$ cat src/rtl/alpha_tx_pkg.sv
package alpha_tx_pkg;

    localparam int DATA_BITS  = 8;
    localparam int FRAME_BITS = DATA_BITS + 2;
    localparam int BIT_IDX_W  = $clog2(FRAME_BITS);

    typedef enum logic {
        PH_IDLE = 1'b0,
        PH_SEND = 1'b1
    } phase_e;

    // Stop bit at the top, start bit at the bottom: bit 0 leaves first.
    function automatic logic [FRAME_BITS-1:0] make_frame(input logic [DATA_BITS-1:0] data);
        return {1'b1, data, 1'b0};
    endfunction

endpackage

$ cat src/rtl/alpha_baud_timer.sv
module alpha_baud_timer #(
    parameter int DIV = 1250
) (
    input  logic clk,
    input  logic rst_n,
    input  logic load_i,
    input  logic run_i,
    output logic tick_o
);
    localparam int CW = (DIV > 1) ? $clog2(DIV) : 1;
    localparam logic [CW-1:0] TOP = CW'(DIV - 1);

    typedef struct packed {
        logic [CW-1:0] cnt;
    } timer_s;

    timer_s cur_q, nxt_d;

    assign tick_o = run_i && (cur_q.cnt == '0);

    always_comb begin
        nxt_d = cur_q;
        if (load_i || tick_o) begin
            nxt_d.cnt = TOP;
        end else if (run_i) begin
            nxt_d.cnt = cur_q.cnt - 1'b1;
        end
    end

    always_ff @(posedge clk or negedge rst_n) begin
        if (!rst_n) begin
            cur_q <= '{cnt: TOP};
        end else begin
            cur_q <= nxt_d;
        end
    end

    // a reload always restarts the full period
    assert_full_reload_R3: assert property (@(posedge clk) disable iff (!rst_n)
        load_i |=> cur_q.cnt == TOP);

    // between reloads the counter steps down by one each cycle
    assert_count_down_R3: assert property (@(posedge clk) disable iff (!rst_n)
        run_i && !load_i && cur_q.cnt != '0 |=> cur_q.cnt == CW'($past(cur_q.cnt) - 1'b1));

endmodule

$ cat src/rtl/alpha_letter_seq.sv
module alpha_letter_seq #(
    parameter logic [7:0] FIRST_CHAR = 8'h41,
    parameter int         ALPHA_LEN  = 26
) (
    input  logic       clk,
    input  logic       rst_n,
    input  logic       advance_i,
    output logic [7:0] char_o
);
    localparam int IW = (ALPHA_LEN > 1) ? $clog2(ALPHA_LEN) : 1;
    localparam logic [IW-1:0] LAST = IW'(ALPHA_LEN - 1);

    typedef struct packed {
        logic [IW-1:0] idx;
    } seq_s;

    seq_s cur_q, nxt_d;

    always_comb begin
        nxt_d = cur_q;
        if (advance_i) begin
            if (cur_q.idx == LAST) begin
                nxt_d.idx = '0;
            end else begin
                nxt_d.idx = cur_q.idx + 1'b1;
            end
        end
    end

    always_ff @(posedge clk or negedge rst_n) begin
        if (!rst_n) begin
            cur_q <= '{idx: '0};
        end else begin
            cur_q <= nxt_d;
        end
    end

    assign char_o = FIRST_CHAR + 8'(cur_q.idx);

    // the last letter is followed by the base letter
    assert_wrap_R6: assert property (@(posedge clk) disable iff (!rst_n)
        advance_i && cur_q.idx == LAST |=> char_o == FIRST_CHAR);

    // otherwise each advance moves up by exactly one letter
    assert_step_R5: assert property (@(posedge clk) disable iff (!rst_n)
        advance_i && cur_q.idx != LAST |=> char_o == $past(char_o) + 8'd1);

    // without an advance the letter holds
    assert_hold_R5: assert property (@(posedge clk) disable iff (!rst_n)
        !advance_i |=> $stable(char_o));

endmodule

$ cat src/rtl/alpha_frame_tx.sv
module alpha_frame_tx
    import alpha_tx_pkg::*;
(
    input  logic       clk,
    input  logic       rst_n,
    input  logic       cts_ok_i,
    input  logic [7:0] char_i,
    input  logic       tick_i,
    output logic       load_o,
    output logic       busy_o,
    output logic       done_o,
    output logic       line_o
);
    localparam logic [BIT_IDX_W-1:0] LAST_BIT = BIT_IDX_W'(FRAME_BITS - 1);

    typedef struct packed {
        phase_e                 phase;
        logic [BIT_IDX_W-1:0]   bit_idx;
        logic [FRAME_BITS-1:0]  shift;
    } frame_s;

    frame_s cur_q, nxt_d;

    always_comb begin
        nxt_d  = cur_q;
        load_o = 1'b0;
        done_o = 1'b0;
        case (cur_q.phase)
            PH_IDLE: begin
                if (cts_ok_i) begin
                    nxt_d.phase   = PH_SEND;
                    nxt_d.shift   = make_frame(char_i);
                    nxt_d.bit_idx = '0;
                    load_o        = 1'b1;
                end
            end
            PH_SEND: begin
                if (tick_i) begin
                    if (cur_q.bit_idx == LAST_BIT) begin
                        nxt_d.phase = PH_IDLE;
                        nxt_d.shift = '1;
                        done_o      = 1'b1;
                    end else begin
                        nxt_d.shift   = {1'b1, cur_q.shift[FRAME_BITS-1:1]};
                        nxt_d.bit_idx = cur_q.bit_idx + 1'b1;
                    end
                end
            end
            default: nxt_d.phase = PH_IDLE;
        endcase
    end

    always_ff @(posedge clk or negedge rst_n) begin
        if (!rst_n) begin
            cur_q <= '{phase: PH_IDLE, bit_idx: '0, shift: '1};
        end else begin
            cur_q <= nxt_d;
        end
    end

    assign busy_o = (cur_q.phase == PH_SEND);
    assign line_o = cur_q.shift[0];

    // the line is high whenever no frame is on the wire
    assert_idle_high_R2: assert property (@(posedge clk) disable iff (!rst_n)
        !busy_o |-> line_o);

    // a frame begins with a low start bit
    assert_start_low_R2: assert property (@(posedge clk) disable iff (!rst_n)
        !busy_o && cts_ok_i |=> busy_o && !line_o);

    // no frame starts while clear-to-send is low
    assert_gate_R7: assert property (@(posedge clk) disable iff (!rst_n)
        !busy_o && !cts_ok_i |=> !busy_o);

    // a frame in progress keeps going whatever clear-to-send does
    assert_no_abort_R8: assert property (@(posedge clk) disable iff (!rst_n)
        busy_o && !done_o |=> busy_o);

    // the line only moves on a bit-period tick
    assert_bit_hold_R3: assert property (@(posedge clk) disable iff (!rst_n)
        busy_o && !tick_i |=> $stable(line_o));

endmodule

$ cat src/rtl/alpha_uart_dte.sv
module alpha_uart_dte #(
    parameter longint unsigned CLK_HZ     = 12_000_000,
    parameter longint unsigned BAUD       = 9_600,
    parameter logic [7:0]      FIRST_CHAR = 8'h41
) (
    input  logic clk,
    input  logic rst_n,
    input  logic clear_to_send_i,
    input  logic ser_in_i,
    input  logic carrier_i,
    input  logic peer_ready_i,
    input  logic ring_i,
    output logic ser_out_o,
    output logic term_ready_o,
    output logic send_req_o
);
    localparam int DIV       = int'(CLK_HZ / BAUD);
    localparam int ALPHA_LEN = 26;

    typedef struct packed {
        logic ctl;
    } ctl_s;

    ctl_s ctl_q, ctl_d;

    logic       load;
    logic       busy;
    logic       done;
    logic       tick;
    logic [7:0] cur_char;

    always_comb begin
        ctl_d     = ctl_q;
        ctl_d.ctl = 1'b1;
    end

    always_ff @(posedge clk or negedge rst_n) begin
        if (!rst_n) begin
            ctl_q <= '{ctl: 1'b0};
        end else begin
            ctl_q <= ctl_d;
        end
    end

    assign term_ready_o = ctl_q.ctl;
    assign send_req_o   = ctl_q.ctl;

    alpha_baud_timer #(
        .DIV (DIV)
    ) u_timer (
        .clk    (clk),
        .rst_n  (rst_n),
        .load_i (load),
        .run_i  (busy),
        .tick_o (tick)
    );

    alpha_letter_seq #(
        .FIRST_CHAR (FIRST_CHAR),
        .ALPHA_LEN  (ALPHA_LEN)
    ) u_seq (
        .clk       (clk),
        .rst_n     (rst_n),
        .advance_i (done),
        .char_o    (cur_char)
    );

    alpha_frame_tx u_frame (
        .clk      (clk),
        .rst_n    (rst_n),
        .cts_ok_i (clear_to_send_i),
        .char_i   (cur_char),
        .tick_i   (tick),
        .load_o   (load),
        .busy_o   (busy),
        .done_o   (done),
        .line_o   (ser_out_o)
    );

    // control outputs high from the first edge after release onward
    assert_ctl_high_R10: assert property (@(posedge clk) disable iff (!rst_n)
        1'b1 |=> term_ready_o && send_req_o);

    // the ignored inputs must still be driven to known levels
    assert_known_ignored_R9: assert property (@(posedge clk) disable iff (!rst_n)
        !$isunknown({ser_in_i, carrier_i, peer_ready_i, ring_i}));

    // the letter only changes when a frame completes
    assert_letter_on_done_R4: assert property (@(posedge clk) disable iff (!rst_n)
        busy && !done |=> $stable(cur_char));

endmodule

$ cat config.mk
export PLATFORM = sky130hd
export DESIGN_NAME = alpha_uart_dte
export DESIGN_NICKNAME = d
export VERILOG_FILES = /design/src/rtl/alpha_tx_pkg.sv /design/src/rtl/alpha_baud_timer.sv /design/src/rtl/alpha_letter_seq.sv /design/src/rtl/alpha_frame_tx.sv /design/src/rtl/alpha_uart_dte.sv
export SDC_FILE = /design/constraint.sdc
export NUM_CORES = 1
export LEC_CHECK = 0
export BUFFER_PORTS_ARGS = -buffer_cell sky130_fd_sc_hd__buf_2
export CAP_MARGIN = 10
export CORE_MARGIN = 2
export CORE_UTILIZATION = 55
export CTS_BUF_LIST = sky130_fd_sc_hd__clkbuf_2
export DETAILED_ROUTE_END_ITERATION = 6
export PLACE_DENSITY = 0.73
export SYNTH_ARGS = -nofsm -noshare
export SYNTH_HDL_FRONTEND = slang
export SYNTH_SLANG_ARGS = --single-unit
$ cat constraint.sdc
create_clock -name clk -period 2.2 [get_ports clk]
set_input_delay 0.44 -clock clk [delete_from_list [all_inputs] [get_ports clk]]
set_output_delay 0.44 -clock clk [all_outputs]
set_load 0.005 [all_outputs]
==> impl_metrics.csv, run 1 <==
group,metric,value,unit
clock_tree,numCtsBuffers,5,
timing,fmax,521,MHz
routing,ant_nets,0,
yosys,synthTopCellsByArea,"dfrtp_1 (25%), dfstp_2 (24%), xnor2_1 (5.2%)",
critical_path,worstPathBufferInverterCount,1,
timing,setup_viol,0,
routing,routedWlPerCell,14.8,um
power_and_ir_drop,p_sw_share,33.5,%
critical_path,worstPathRequired,2510,ps
clock_tree,clk_pin_slew,190,ps
yosys,netlist_area,1670,um2
worst_hold_path,hp-class,"in -> async",
yosys,synth_fp_nets,178,
global_route,grt_max_degree,33,
die,core_area,2830,um2
power_and_ir_drop,leakage,0.000721,uW
timing,min_period,1920,ps
clock_tree,clock-root-buffer,"clkbuf_2",
clock_tree,cts_setup_buffers,0,
status,status,"complete, no violations",
placed_design,gp_congestion,0.867,
power_and_ir_drop,ir_drop,488,uV
die,num_rows,19,
yosys,synth_cell_types,39,
layout,final_cell_mix,"nand2_1 (23), dfrtp_1 (17), o21ai_0 (15), dfstp_2 (15), nor2_1 (13)",
timing,slew_viol_final,0,
yosys,ys_ff_latch,32,
critical_path,cp_top_family,"simple AND/OR/NAND/NOR gates",
flow_run,cap_viol_max_count,0,
layout,seq_area,820,um2
timing,tns,0,ps
routing,routed_via_density,5.90,
global_route,first_global_vias,1276,
critical_path,cp_data_arrival_time,2230,ps
critical_path,worstPathCellList,"inv_1 -> ha_1 -> nor4b_4 -> nand4_4 -> or4_1 -> a21oi_1",
routing,initialDrtViolationCount,32,
placed_design,io_buffers,5,
power_and_ir_drop,power.internal,1170,uW
critical_path,reg2reg_from,"u_timer.cur_q[0]",
power_and_ir_drop,p_seq_share,55.1,%
layout,insertedDiodeCount,0,
layout,syn2layout_area_growth,6.82,%
yosys,synth-adder-area-share,3.75,%
power_and_ir_drop,comb_power_share,22.2,%
die,die_w,59.1,um
clock_tree,cts_resized,0,
yosys,synth-compound-area-share,10.5,%
clock_tree,hold_buffers,0,
placed_design,dp_hpwl,2220,um
yosys,ys_seq_area_share,49.1,%
yosys,syn_area_per_cell,10.1,um2
critical_path,path_class,"reg -> reg",
critical_path,rr_endpoint,"u_frame.cur_q[12]",
layout,drive_above_1_share,21.7,%
power_and_ir_drop,p_switching,588,uW
layout,final_util,63.1,%
clock_tree,clk_latency,390,ps
yosys,synthMuxAreaShare,1.20,%
critical_path,cp_max_fo,9,
critical_path,slowest_stage,"or4_1",
timing,period_share,87.2,%
placed_design,place_ws,325,ps
critical_path,setup.worst_path.end_class,"flip-flop",
yosys,yosysTopAreaCell,"dfrtp_1",
clock_tree,clock-sinks,32,
clock_tree,cts.path.max_buffers,2,
critical_path,start_kind,"flip-flop",
power_and_ir_drop,clock_power_share,22.7,%
die,start_util,59.0,%
timing,worst_pin_slew,689,ps
die,die-area,3490,um2
yosys,synthXorXnorAreaFrac,7.34,%
global_route,grt.overflow.total,0,
critical_path,r2r_slack,280,ps
timing,maxSlewHeadroom,54.1,%
layout,layout_commonest_cell,"nand2_1",
global_route,grt_usage,21.4,%
yosys,synth_top_family_by_area,"simple AND/OR/NAND/NOR gates",
die,die_h,59.1,um
clock_tree,cts_tree,"yes",
yosys,ys_warn_count,0,
layout,n_fill_cell,252,
yosys,synth_top_area_share,25.5,%
global_route,grt_pass1_wl,5530,um
routing,num_vias,1216,
layout,multi_input_area,777,um2
critical_path,slowest_delay,440,ps
critical_path,worstRegToRegCells,6,
routing,drt_pass1_iterations,5,
layout,nNetsFinal,186,
clock_tree,cts_max_level,2,
timing,hold_violations,0,
timing,setup_slack,281,ps
power_and_ir_drop,power_density,983,nW/um2
routing,wirelength,3050,um
yosys,synth_cells,166,
yosys,yosys.area_share.simple,23.5,%
die,ios,10,
routing,drcViolationCount,0,
timing,finClkSkew,22.4,ps
global_route,antenna_found_initial,0,
timing,grt_setup_unrepaired,"no",
==> worst max path at each step <==
stage	cells after the start	from	to	slack (ps)
2_1_floorplan	7	u_timer.cur_q[0]	u_frame.cur_q[4]	430
3_3_place_gp	6	u_timer.cur_q[0]	u_seq.cur_q[3]	340
3_5_place_dp	6	u_timer.cur_q[0]	u_frame.cur_q[12]	330
4_1_cts	6	u_timer.cur_q[0]	u_frame.cur_q[12]	280
5_1_grt	6	u_timer.cur_q[0]	u_frame.cur_q[12]	160
6_report	6	u_timer.cur_q[0]	u_frame.cur_q[12]	280
==> metal layers <==
layer  global-route usage (%)  part of all wire [%]
met5                        0                     0
met4                     11.7                   2.0
met3                     6.55                   3.5
met2                     33.5                    47
met1                     26.3                    47
==> Yosys cell counts, drive strengths merged <==
cell type  number
o211ai          4
ha              5
o31ai           2
conb            1
clkbuf          3
inv             7
buf             5
nor2           13
nand4b          1
and4b           1
nand4           3
nor3            5
xor2            4
xnor2          10
a32o            1
nor4            4
nor4b           3
a41oi           1
o21ai          15
or2             1
or4             2
nor2b           1
nand3           6
and4            1
o311ai          1
a21oi           4
and2            1
dfstp          15
nand2          23
dfrtp          17
o21a            1
nand2b          3
mux2i           2
==> power by group through the flow <==
stage	Sequential (uW)	Clock [uW]	Combinational, uW
2_1_floorplan	904	0	384
3_3_place_gp	966	0	369
3_5_place_dp	976	0	391
4_1_cts	965	407	394
5_1_grt	988	432	452
6_report	967	399	389
==> flip-flops by register name, indices dropped and copies added (netlist names) <==
name / cells
send_req_o: 1
u_frame.line_o: 1
u_frame.cur_q: 13
u_timer.cur_q: 11
u_seq.cur_q: 5
u_frame.busy_o: 1
==> cell families (layout without fill, tap and decap cells) <==
| family | count (synthesis) | after routing |
|---|---|---|
| buf+inv | 15 | 24 |
| mux | 2 | 2 |
| flops | 32 | 32 |
| simple gates | 68 | 68 |
| other cells | 1 | 1 |
| compound gates | 29 | 29 |
| xor+xnor | 14 | 14 |
| fa+ha+maj | 5 | 5 |
==> final cells by class <==
cell class	instances	share of cell area, %
clock inverters	3	2.38
well taps	31	2.17
multi-input cells	119	43.5
flip-flops and latches	32	45.9
repair buffers	9	3.09
clock buffers	5	1.40
inverters	7	1.47
==> metrics by stage <==
stage | power, uW | instances | cell area, um2 | hold WS [ps]
CTS | 1770 | 206 | 1780 | 72.2
detailed placement | 1370 | 198 | 1720 | 490
global route | 1870 | 206 | 1780 | 90.0
floorplan | 1290 | 166 | 1670 | 144
finish | 1750 | 206 | 1780 | 62.6
global placement | 1340 | 198 | 1720 | 480
Note: power is estimated with default switching activity, not from simulation.
==> run 2, diff against run 1 <==
Settings changed: BUFFER_PORTS_ARGS -buffer_cell sky130_fd_sc_hd__buf_2 to default, DONT_BUFFER_PORTS from default to 1, PLACE_DENSITY 0.73 to 0.7, SYNTH_HIERARCHICAL from default to 1.
Clock period 2.2 ns to 2.1 ns, I/O delays scaled along.
==> impl_metrics.csv, run 2 <==
group,metric,value,unit
layout,insertedDiodeCount,0,
layout,design_area,1860,um2
global_route,antenna_found_initial,0,
critical_path,worstRegToRegCells,9,
die,num_rows,20,
die,die-area,3550,um2
power_and_ir_drop,p_switching,590,uW
timing,grt_setup_unrepaired,"yes",
placed_design,dp_hpwl,2210,um
routing,ant_nets,0,
power_and_ir_drop,p_sw_share,34.7,%
clock_tree,clk_pin_slew,160,ps
timing,setup_viol,1,
critical_path,worstPathCellList,"inv_2 -> ha_2 -> and4bb_1 -> and3_4 -> nand2_2 -> or3_4 -> inv_4 -> and2b_1 -> a31o_1",
clock_tree,cts.path.max_buffers,2,
critical_path,reg2reg_from,"u_timer/cur_q[1]",
yosys,synth_most_common_cell,"nand2_1",
yosys,yosysTopAreaCell,"dfrtp_1",
power_and_ir_drop,clock_power_share,17.0,%
global_route,grt_max_degree,33,
power_and_ir_drop,power.internal,1110,uW
routing,initialDrtViolationCount,87,
critical_path,start_kind,"flip-flop",
yosys,netlist_area,1700,um2
yosys,synth_fp_nets,179,
worst_hold_path,hold_end,"u_frame/busy_o",
die,ios,10,
critical_path,path_class,"reg -> reg",
yosys,synth_top_area_share,25.0,%
critical_path,cp_top_family,"simple AND/OR/NAND/NOR gates",
placed_design,gp_congestion,0.740,
yosys,synth_top_family_by_area,"simple AND/OR/NAND/NOR gates",
clock_tree,clock-sinks,32,
power_and_ir_drop,leakage,0.000845,uW
critical_path,cp_data_arrival_time,2390,ps
placed_design,place_ws,-28.0,ps
yosys,ys_ff_latch,32,
clock_tree,clock-root-buffer,"clkbuf_2",
global_route,grt_usage,21.2,%
yosys,synthXorXnorAreaFrac,3.02,%
routing,routed_via_density,6.16,
critical_path,r2r_slack,-10,ps
status,status,"finished with violations",
timing,slew_viol_final,0,
global_route,grt.overflow.total,0,
yosys,ys_seq_area_share,48.2,%
critical_path,slowest_delay,430,ps
yosys,synth-compound-area-share,13.7,%
yosys,netlist_top_cells_count,"nand2_1 (20), dfrtp_1 (17), dfstp_2 (15)",
power_and_ir_drop,ir_drop,418,uV
yosys,ys_warn_count,6,
layout,final_util,62.0,%
timing,period_share,101,%
yosys,yosys.area_share.simple,20.0,%
critical_path,rr_endpoint,"u_seq/cur_q[4]",
yosys,async_reset_ff_share,100,%
layout,largest_reg_flops,13,
timing,setup_slack,-12.9,ps
die,core_area,3000,um2
timing,hold_violations,0,
layout,top_register,"u_frame/cur_q",
critical_path,cp_max_fo,5,
flow_run,cap_viol_max_count,0,
placed_design,placed_area,1730,um2
critical_path,slowest_stage,"dfrtp_1",
clock_tree,clk_latency,380,ps
yosys,syn_area_per_cell,10.2,um2
power_and_ir_drop,power_density,913,nW/um2
yosys,synth-adder-area-share,4.42,%
timing,finClkSkew,11.6,ps
layout,layout_commonest_cell,"nand2_1",
critical_path,worstPathBufferInverterCount,2,
critical_path,worstPathRequired,2380,ps
routing,routedWlPerCell,15.6,um
yosys,synth_cell_types,53,
layout,final_cell_mix,"nand2_1 (19), dfrtp_1 (17), dfstp_2 (15)",
timing,fmax,473,MHz
yosys,synth_cells,166,
routing,drt_pass1_iterations,5,
power_and_ir_drop,p_seq_share,55.5,%
worst_hold_path,hp-class,"in -> reg",
clock_tree,numCtsBuffers,5,
layout,largestRegisters,"u_frame/cur_q x13, u_timer/cur_q x11, u_seq/cur_q x5",
clock_tree,cts_max_level,2,
layout,nNetsFinal,190,
placed_design,io_buffers,0,
global_route,grt_pass1_wl,5450,um
timing,min_period,2110,ps
die,die_h,59.6,um
worst_hold_path,hold_depth,1,
status,violations,"negative setup slack",
routing,drcViolationCount,0,
die,start_util,56.6,%
layout,drive_above_1_share,27.5,%
critical_path,setup.worst_path.end_class,"flip-flop",
routing,num_vias,1299,
timing,tns,-12.9,ps
yosys,ys.flop_type,"dfrtp_1",
layout,syn2layout_area_growth,9.50,%
routing,wirelength,3290,um
die,die_w,59.6,um
layout,n_fill_cell,254,
worst_hold_path,hold_start,"clear_to_send_i",
yosys,synthTopCellsByArea,"dfrtp_1 (25%), dfstp_2 (23%), ha_1 (4.4%)",
clock_tree,cts_tree,"yes",
yosys,synthMuxAreaShare,3.02,%
yosys,synth_edf_count,0,
power_and_ir_drop,comb_power_share,27.5,%
global_route,first_global_vias,1260,
==> run 2: changes by cell type after synthesis, sizes merged, moves of 4 or more <==
cell | before | now
nand3 | 6 | 14
nor2 | 13 | 4
or3 | 0 | 4
xnor2 | 10 | 3
o21ai | 15 | 5
a22oi | 0 | 8
==> run 2: final cells by class <==
class	instances	area (um2)	share of cell area, %
multi-input cells	115	797	42.8
inverters	9	36.3	1.95
repair buffers	14	128	6.86
flip-flops and latches	32	820	44.0
clock buffers	7	35.0	1.88
clock inverters	1	3.75	0.202
well taps	33	41.3	2.22
==> run 2: worst max path at each step <==
stage / slack (ps) / start / cells past startpoint / end
2_1_floorplan: -50 / u_timer/cur_q[1] / 11 / u_seq/cur_q[4]
3_3_place_gp: 40 / u_timer/cur_q[1] / 9 / u_seq/cur_q[4]
3_5_place_dp: -30 / u_timer/cur_q[9] / 7 / u_seq/cur_q[4]
4_1_cts: 4 / u_timer/cur_q[0] / 9 / u_seq/cur_q[4]
5_1_grt: -40 / u_timer/cur_q[4] / 7 / u_seq/cur_q[4]
6_report: -10 / u_timer/cur_q[1] / 9 / u_seq/cur_q[4]
==> run 2: layer usage <==
layer	share of wire [%]	track usage (%)
met1	43	24.6
met2	51	36.3
met3	3.4	4.80
met4	3.0	11.1
met5	0	0
==> run 2: metrics by stage <==
step	hold WS [ps]	cells	power, uW
after floorplan	124	166	1240
after global placement	126	196	1290
after detailed placement	126	196	1340
after CTS	139	207	1680
after global routing	135	211	1800
final	156	211	1700
==> run 2: timing repair <==
item                                    CTS  global route
buffers inserted                          1             4
cloned                                    0             0
pin swaps                                 0             4
resized for setup                         3             7
endpoints found under the hold margin    32             0
hold buffers                              2             0
endpoints found under the setup margin    3             4
==> run 2: cell families (layout without fill, tap and decap cells) <==
family / count (synthesis) / count (layout)
flip-flops: 32 / 32
multiplexers: 5 / 5
adder cells (fa/ha/maj): 6 / 6
XOR/XNOR: 5 / 5
other: 3 / 3
buffers and inverters: 19 / 31
AND/OR/NAND/NOR: 63 / 63
AO/OA/AOI/OAI: 33 / 33
==> run 2: power groups by stage <==
stage | combinational (uW) | clock, uW | sequential [uW]
6_report | 467 | 289 | 943
5_1_grt | 511 | 331 | 961
3_3_place_gp | 364 | 0 | 927
4_1_cts | 443 | 302 | 935
2_1_floorplan | 337 | 0 | 899
3_5_place_dp | 397 | 0 | 945
==> run 2: worst reg2reg max path, delay by kind of cell, from the launching register on <==
family	cells	cell delay [ps]
and+or+nand+nor	5	1060
DFF	1	430
adders and majority gates	1	190
buffers and inverters	2	160
AOI/OAI and AO/OA	1	180
==> run 3, diff against run 2 <==
Settings changed: SKIP_LAST_GASP from default to 1.
==> impl_metrics.csv, run 3 (same netlist as run 2, synthesis figures left out) <==
group,metric,value,unit
layout,design_area,1860,um2
global_route,grt_usage,21.2,%
layout,layout_commonest_cell,"nand2_1",
die,num_rows,20,
layout,largestRegisters,"u_frame/cur_q x13, u_timer/cur_q x11, u_seq/cur_q x5",
routing,routedWlPerCell,15.5,um
timing,setup_viol,1,
die,ios,10,
timing,worst_hold_slack,156,ps
layout,largest_reg_flops,13,
clock_tree,cts_max_level,2,
layout,final_util,61.8,%
routing,initialDrtViolationCount,87,
timing,min_period,2100,ps
worst_hold_path,hold_start,"clear_to_send_i",
status,violations,"negative setup slack",
timing,tns,-1.90,ps
layout,insertedDiodeCount,0,
critical_path,slowest_delay,430,ps
clock_tree,clk_latency,380,ps
critical_path,worstRegToRegCells,9,
power_and_ir_drop,ir_drop,418,uV
layout,top_register,"u_frame/cur_q",
critical_path,timing.critical_path.from,"u_timer/cur_q[1]",
layout,stdcell_count,211,
layout,syn2layout_area_growth,9.28,%
clock_tree,clock-root-buffer,"clkbuf_2",
critical_path,cp_data_arrival_time,2380,ps
global_route,grt_pass1_wl,5450,um
routing,num_vias,1284,
power_and_ir_drop,leakage,0.000844,uW
critical_path,slowest_stage,"dfrtp_1",
placed_design,placed_area,1730,um2
die,die_w,59.6,um
clock_tree,clock-sinks,32,
critical_path,worstPathCellList,"inv_2 -> ha_2 -> and4bb_1 -> and3_4 -> nand2_2 -> or3_4 -> inv_4 -> and2b_1 -> a31o_1",
routing,ant_nets,0,
routing,routed_via_density,6.09,
timing,slew_viol_final,0,
critical_path,r2r_slack,-2,ps
clock_tree,cts.path.max_buffers,2,
power_and_ir_drop,power_density,913,nW/um2
timing,grt_setup_unrepaired,"yes",
routing,drt_pass1_iterations,4,
critical_path,path_class,"reg -> reg",
worst_hold_path,hold_depth,1,
clock_tree,cts_tree,"yes",
timing,period_share,100,%
placed_design,io_buffers,0,
layout,nNetsFinal,190,
global_route,antenna_found_initial,0,
clock_tree,clk_pin_slew,160,ps
critical_path,rr_endpoint,"u_seq/cur_q[4]",
critical_path,reg2reg_from,"u_timer/cur_q[1]",
clock_tree,numCtsBuffers,5,
critical_path,cp_max_fo,5,
die,core_area,3000,um2
timing,setup_slack,-1.90,ps
timing,fmax,476,MHz
worst_hold_path,hp-class,"in -> reg",
die,die_h,59.6,um
global_route,grt.overflow.total,0,
placed_design,dp_hpwl,2210,um
global_route,first_global_vias,1260,
timing,hold_violations,0,
die,die-area,3550,um2
die,start_util,56.6,%
layout,drive_above_1_share,27.5,%
status,status,"finished with violations",
worst_hold_path,hold_end,"u_frame/busy_o",
placed_design,gp_congestion,0.740,
critical_path,worstPathRequired,2380,ps
critical_path,start_kind,"flip-flop",
routing,wirelength,3280,um
flow_run,cap_viol_max_count,0,
timing,finClkSkew,11.2,ps
placed_design,placed_cells,196,
global_route,grt_max_degree,33,
layout,final_cell_mix,"nand2_1 (19), dfrtp_1 (17), dfstp_2 (15)",
routing,drcViolationCount,0,
critical_path,setup.worst_path.end_class,"flip-flop",
## run 3: layer usage
layer,vias up,GRT usage [%],wire length (um)
li1,611,-,-
met2,30,36.3,1670
met4,0,11.1,106
met5,-,0,0
met1,629,24.6,1400
met3,14,4.80,98
## run 3: report_power, final
group / internal (uW) / switching (uW)
clock: 89.1 / 200
combinational: 230 / 233
sequential: 789 / 153
total: 1110 / 586
## run 3: worst max path at each step
stage                      to  slack (ps)
5_1_grt        u_seq/cur_q[4]         -40
6_report       u_seq/cur_q[4]          -2
2_1_floorplan  u_seq/cur_q[4]         -50
3_5_place_dp   u_seq/cur_q[4]         -30
3_3_place_gp   u_seq/cur_q[4]          40
4_1_cts        u_seq/cur_q[4]           4
## run 3: cell type report
class / instances / area [um2]
Clock buffer: 7 / 35.0
Clock inverter: 1 / 3.75
Fill cell: 254 / 1150
Inverter: 9 / 36.3
Multi-Input combinational cell: 115 / 797
Sequential cell: 32 / 820
Tap cell: 33 / 41.3
Timing Repair Buffer: 14 / 124
## run 3: repair_timing
item	4_1_cts	5_1_grt
pin swaps	0	4
setup buffers	1	4
hold buffers	2	0
endpoints found under the hold margin	32	0
setup endpoints to repair	3	4
resized for setup	3	6
## run 3: metrics by stage
step	total power, uW	setup WS (ps)
3_3_place_gp	1290	41.1
3_5_place_dp	1340	-28.0
6_report	1690	-1.90
2_1_floorplan	1240	-52.5
4_1_cts	1680	3.93
5_1_grt	1800	-44.4
## run 3: worst max-delay path: cells and delay by family, from the launching register on
kind | cells | cell delay (ps)
AOI/OAI and AO/OA | 1 | 180
buffers and inverters | 2 | 150
and+or+nand+nor | 5 | 1060
adders and majority gates | 1 | 180
DFF | 1 | 430
